[src/rtl/cfgp_pkg.sv]
`timescale 1ns/1ps
package cfgp_pkg;
  localparam int          BYTE_W      = 8;
  localparam logic [7:0]  KEY_UNLOCK  = 8'h55;
  localparam logic [7:0]  KEY_LOCK    = 8'hAA;
  localparam logic [7:0]  SLOT_BASE_L = 8'h12;
  localparam logic [7:0]  SLOT_BASE_H = 8'h13;

  // Default window base from the strap pair: bit 0 -> low byte, bit 1 -> high byte
  function automatic logic [15:0] strap_to_base(input logic [1:0] s);
    logic [7:0] lo;
    logic [7:0] hi;
    lo = s[0] ? 8'h4E : 8'h2E;
    hi = s[1] ? 8'h16 : 8'h00;
    return {hi, lo};
  endfunction
endpackage

[src/rtl/cfgp_match.sv]
`timescale 1ns/1ps
module cfgp_match #(
  parameter int AW = 16
) (
  input  logic [AW-1:0] addr,
  input  logic [AW-1:0] base,
  output logic          hit_idx,
  output logic          hit_dat
);
  localparam logic [AW-1:0] ONE = AW'(1);

  always_comb begin
    hit_idx = (addr == base);
    hit_dat = (addr == (base + ONE));
  end
endmodule

[src/rtl/cfgp_bank.sv]
`timescale 1ns/1ps
module cfgp_bank #(
  parameter int DW = 8,
  parameter int IW = 8
) (
  input  logic          clk,
  input  logic          we,
  input  logic [IW-1:0] waddr,
  input  logic [DW-1:0] wdata,
  input  logic [IW-1:0] raddr,
  output logic [DW-1:0] rdata
);
  localparam int DEPTH = 1 << IW;

  logic [DW-1:0] mem [DEPTH];

  // single write port, registered read port: block RAM friendly
  always_ff @(posedge clk) begin
    if (we) mem[waddr] <= wdata;
    rdata <= mem[raddr];
  end
endmodule

[src/rtl/cfgp_ctrl.sv]
`timescale 1ns/1ps
module cfgp_ctrl #(
  parameter int DATA_W = cfgp_pkg::BYTE_W
) (
  input  logic                clk,
  input  logic                rst,
  input  logic [1:0]          strap_i,
  input  logic [2*DATA_W-1:0] addr_i,
  input  logic                wr_i,
  input  logic                rd_i,
  input  logic [DATA_W-1:0]   wdata_i,
  output logic [DATA_W-1:0]   rdata_o,
  output logic                claim_o
);
  import cfgp_pkg::*;

  localparam int ADDR_W = 2 * DATA_W;

  logic              cfg_q;
  logic [DATA_W-1:0] idx_q;
  logic [ADDR_W-1:0] base_q;
  logic              claim_q;
  logic              mem_sel_q;
  logic [DATA_W-1:0] hold_q;
  logic [DATA_W-1:0] bank_q;
  logic              hit_idx;
  logic              hit_dat;
  logic              bank_we;

  cfgp_match #(.AW(ADDR_W)) u_match (
    .addr    (addr_i),
    .base    (base_q),
    .hit_idx (hit_idx),
    .hit_dat (hit_dat)
  );

  assign bank_we = wr_i && cfg_q && hit_dat;

  cfgp_bank #(.DW(DATA_W), .IW(DATA_W)) u_bank (
    .clk   (clk),
    .we    (bank_we),
    .waddr (idx_q),
    .wdata (wdata_i),
    .raddr (idx_q),
    .rdata (bank_q)
  );

  always_ff @(posedge clk) begin
    if (rst) begin
      cfg_q     <= 1'b0;
      idx_q     <= '0;
      base_q    <= strap_to_base(strap_i);
      claim_q   <= 1'b0;
      mem_sel_q <= 1'b0;
      hold_q    <= '0;
    end else begin
      claim_q   <= 1'b0;
      mem_sel_q <= 1'b0;
      hold_q    <= '0;
      if (wr_i) begin
        if (hit_idx) begin
          if (!cfg_q) begin
            if (wdata_i == KEY_UNLOCK) begin
              cfg_q   <= 1'b1;
              claim_q <= 1'b1;
            end
          end else begin
            claim_q <= 1'b1;
            if (wdata_i == KEY_LOCK) cfg_q <= 1'b0;
            else                     idx_q <= wdata_i;
          end
        end else if (hit_dat && cfg_q) begin
          claim_q <= 1'b1;
          if (idx_q == SLOT_BASE_L) base_q[DATA_W-1:0]      <= wdata_i;
          if (idx_q == SLOT_BASE_H) base_q[ADDR_W-1:DATA_W] <= wdata_i;
        end
      end else if (rd_i && cfg_q) begin
        if (hit_idx) begin
          claim_q <= 1'b1;
          hold_q  <= idx_q;
        end else if (hit_dat) begin
          claim_q <= 1'b1;
          if (idx_q == SLOT_BASE_L)      hold_q <= base_q[DATA_W-1:0];
          else if (idx_q == SLOT_BASE_H) hold_q <= base_q[ADDR_W-1:DATA_W];
          else                           mem_sel_q <= 1'b1;
        end
      end
    end
  end

  assign claim_o = claim_q;
  assign rdata_o = mem_sel_q ? bank_q : hold_q;
endmodule

[config.mk]
export PLATFORM = sky130hd
export DESIGN_NAME = cfgp_ctrl
export DESIGN_NICKNAME = d
export VERILOG_FILES = /design/src/rtl/cfgp_pkg.sv /design/src/rtl/cfgp_match.sv /design/src/rtl/cfgp_bank.sv /design/src/rtl/cfgp_ctrl.sv
export SDC_FILE = /design/constraint.sdc
export NUM_CORES = 2
export LEC_CHECK = 0
export BUFFER_PORTS_ARGS = -buffer_cell sky130_fd_sc_hd__buf_4
export CAP_MARGIN = 5
export CORE_ASPECT_RATIO = 0.7
export CORE_UTILIZATION = 63
export DETAILED_ROUTE_END_ITERATION = 8
export GPL_ROUTABILITY_DRIVEN = 1
export PLACE_DENSITY = 0.79
export SLEW_MARGIN = 20
export SYNTH_ARGS = -nofsm -noshare
export SYNTH_HDL_FRONTEND = slang
export SYNTH_SLANG_ARGS = --single-unit
[constraint.sdc]
create_clock -name clk -period 4.7 [get_ports clk]
set_input_delay 0.94 -clock clk [delete_from_list [all_inputs] [get_ports clk]]
set_output_delay 0.94 -clock clk [all_outputs]
set_load 0.005 [all_outputs]
==> results by group <==
Status
  – Status: finished clean

Clock tree
  – CTS tree: built
  – CTS Buffer Depth: 3
  – Total clock sinks: 2091
  – Clock Tree Root: clkbuf_16
  – H-tree levels: 4
  – Worst skew pair latency: 0.82 ns
  – CTS Hold Bufs: 0
  – Setup Buffers After CTS: 0
  – Total clock buffers created by CTS: 177
  – # resized after CTS: 0
  – Worst-path clk slew: 0.07 ns

Logic synthesis
  – Ys flop type: edfxtp_1
  – Flops & latches, synth: 2091
  – Synth Area per Inst: 21.66 sq um
  – Ys async rst share: 0%
  – Synth cell count leaders: edfxtp_1 (2064), mux4_2 (557), nor4_1 (196), clkbuf_1 (120), mux2i_1 (104)
  – Mapped Cells: 3821
  – Post-synth top area cell: edfxtp_1
  – Most common cell in the netlist: edfxtp_1
  – Yosys warns: 0
  – Register area share after synthesis: 75.56%
  – Net Count, Synth: 3852
  – Synth top area share: 74.90%
  – EDFF count, synth: 2064
  – Largest cells by area after synthesis: edfxtp_1 (75%), mux4_2 (15%), nor4_1 (1.5%), mux2i_1 (1.3%), nor4_2 (0.85%)
  – Mapped Area: 0.08275 sq mm
  – Synth cell types: 62

Setup path
  – WS Path Type: flop to flop
  – Worst EP arrival: 4.85 ns
  – Slowest cell delay on critical path: 0.84 ns
  – Worst Path Max Fanout: 38
  – Slowest cell on crit path: dfxtp_4
  – Required @ worst endpoint: 5.40 ns
  – CP cell instances: buf_12 -> buf_12 -> mux4_2 -> a22o_1 -> a221oi_1 -> nor2_1 -> nor4_1 -> buf_4 -> o2111ai_1 -> or4_1
  – Worst setup EP type: flop
  – Critical Path Source Type: flop
  – Crit path top cell by count: buf_12

Die
  – Die ar.: 0.1328 sq mm
  – Ports: 39
  – Starting Density: 63.96%
  – Die height: 305.2 microns
  – Die W: 435.2 microns
  – Core box area: 0.1294 sq mm
  – FP Rows: 110

STA
  – FMAX: 241.0 MHz
  – Fin crit share: 88.29%
  – Clk_skew: 0.04587 ns
  – Slew @ Worst Pin: 1.208 ns
  – Final setup vio count: 0
  – RSZ-0062 raised after global routing: no
  – Final Max Slew Viols: 0
  – Rel. slew slack: 19.44%
  – Final hold viol count: 0
  – Smallest hold slack: 0.4241 ns
  – TNS Setup: 0 ns
  – Final min period: 4.149 ns

Route
  – Final Routed Wirelength: 237000 microns
  – Starting DRT DRC Count: 8177
  – Pre-Repair DR Iteration Count: 7
  – Via-per-instance ratio: 7.537
  – Metal3 WL: 39930 microns
  – Vias: 45990
  – Top layer used by detailed routing: met5
  – Met2 routed WL: 103900 microns
  – Post-route DRC: 0
  – Met1 WL: 80810 microns
  – Final ANT Viol Nets: 0
  – Wirelength per Cell: 38.83 microns

Pwr
  – Peak VDD IR: 411.1 uV
  – PD cells: 380.7 mW/mm^2
  – Leak: 28.45 nW

Placed design
  – Hpwl dp: 139600 microns
  – Port bufs: 38
  – Gpl congestion: 0.9901

Global route
  – Total Routing Usage GR: 36.12%
  – Grt ovf: 0
  – Number of global-route vias before repair: 44660
  – First-pass GRT wire length: 336500 microns
  – Initial antenna violation count: 14
  – Largest net degree at the start of global routing: 185

Layout
  – Nets: 4241
  – Layout area overhead: 14.23%
  – Fraction of layout cells with a size suffix above 1: 35.61%

Flow run
  – Max_cap viols: 0

Min path
  – HP Class: input port to flop
-- cells by family (layout without fill, tap and decap cells) --
logic type | after synthesis | in the layout | share of synthesized area, %
compound gates | 192 | 192 | 1.671
fa+ha+maj | 1 | 1 | 0.01512
mux | 675 | 675 | 16.61
flops | 2091 | 2091 | 75.56
xor+xnor | 27 | 27 | 0.2858
buf+inv | 291 | 831 | 1.754
simple gates | 544 | 544 | 4.110
other cells | 0 | 5 | 0
-- placed cells by master, fill, tap and decap left out, types with 34 or more instances in the layout --
master	Yosys	final
buf_4	17	449
clkbuf_1	120	34
clkbuf_16	0	182
clkinv_1	0	44
edfxtp_1	2064	2064
mux2i_1	104	104
mux4_2	557	557
nand2_1	75	62
nand3_1	46	42
nor2_1	43	42
nor3_1	39	39
nor4_1	196	52
nor4_2	56	200
-- cell type report --
class | instances | area, sq um
Antenna cell | 5 | 12.51
Tap cell | 1736 | 2172
Clock inverter | 113 | 1149
Inverter | 11 | 41.29
Timing Repair Buffer | 490 | 4141
Sequential cell | 2091 | 62540
Fill cell | 6844 | 34850
Multi-Input combinational cell | 1439 | 19780
Clock buffer | 217 | 4696
-- flip-flops by register name (all words and copies together) (netlist names) --
| register | count |
|---|---|
| base_q | 16 |
| u_bank.rdata | 8 |
| mem_sel_q | 1 |
| u_bank.mem | 2048 |
| claim_o | 1 |
| hold_q | 8 |
| idx_q | 8 |
| cfg_q | 1 |
-- power by group --
group          switching [mW]  total (mW)  internal [mW]
clock network            6.75        15.0           8.29
logic                   0.387       0.454         0.0673
registers              0.0211        20.5           20.5
-- metrics by stage --
step	total power, mW	utilization (%)	worst slack (ns)	instances	instance area (sq um)
finish	35.99	73.06	0.5505	6102	94530
global route	36.65	73.05	0.3951	6097	94510
floorplan	20.96	-	0.8036	3821	82750
detailed placement	21.35	68.54	0.5696	5767	88670
global placement	21.33	68.54	0.5930	5767	88670
CTS	35.98	73.05	0.4562	6097	94510
-- critical path: cells and delay by family, from the launching register on --
| kind | cells | cell delay (ns) |
|---|---|---|
| compound gates | 3 | 0.67 |
| mux | 1 | 0.60 |
| buf+inv | 3 | 0.84 |
| simple gates | 3 | 1.01 |
| flops | 1 | 0.84 |
-- routing by layer --
layer	track usage, %	vias to the layer above
met5	0	-
li1	-	17130
met1	50.79	23480
met3	13.78	708
met2	50.90	4643
met4	16.29	20
-- final timing paths --
path | from | to | slack [ns] | cells past startpoint
worst max register to register | idx_q[0] | u_bank.rdata[6] | 0.55 | 10
worst min-delay path | strap_i[0] | base_q[6] | 0.42 | 2
worst min register to register | cfg_q | cfg_q | 0.58 | 2
worst max-delay path | idx_q[0] | u_bank.rdata[6] | 0.55 | 10
Note: power is estimated with default switching activity, not from simulation.
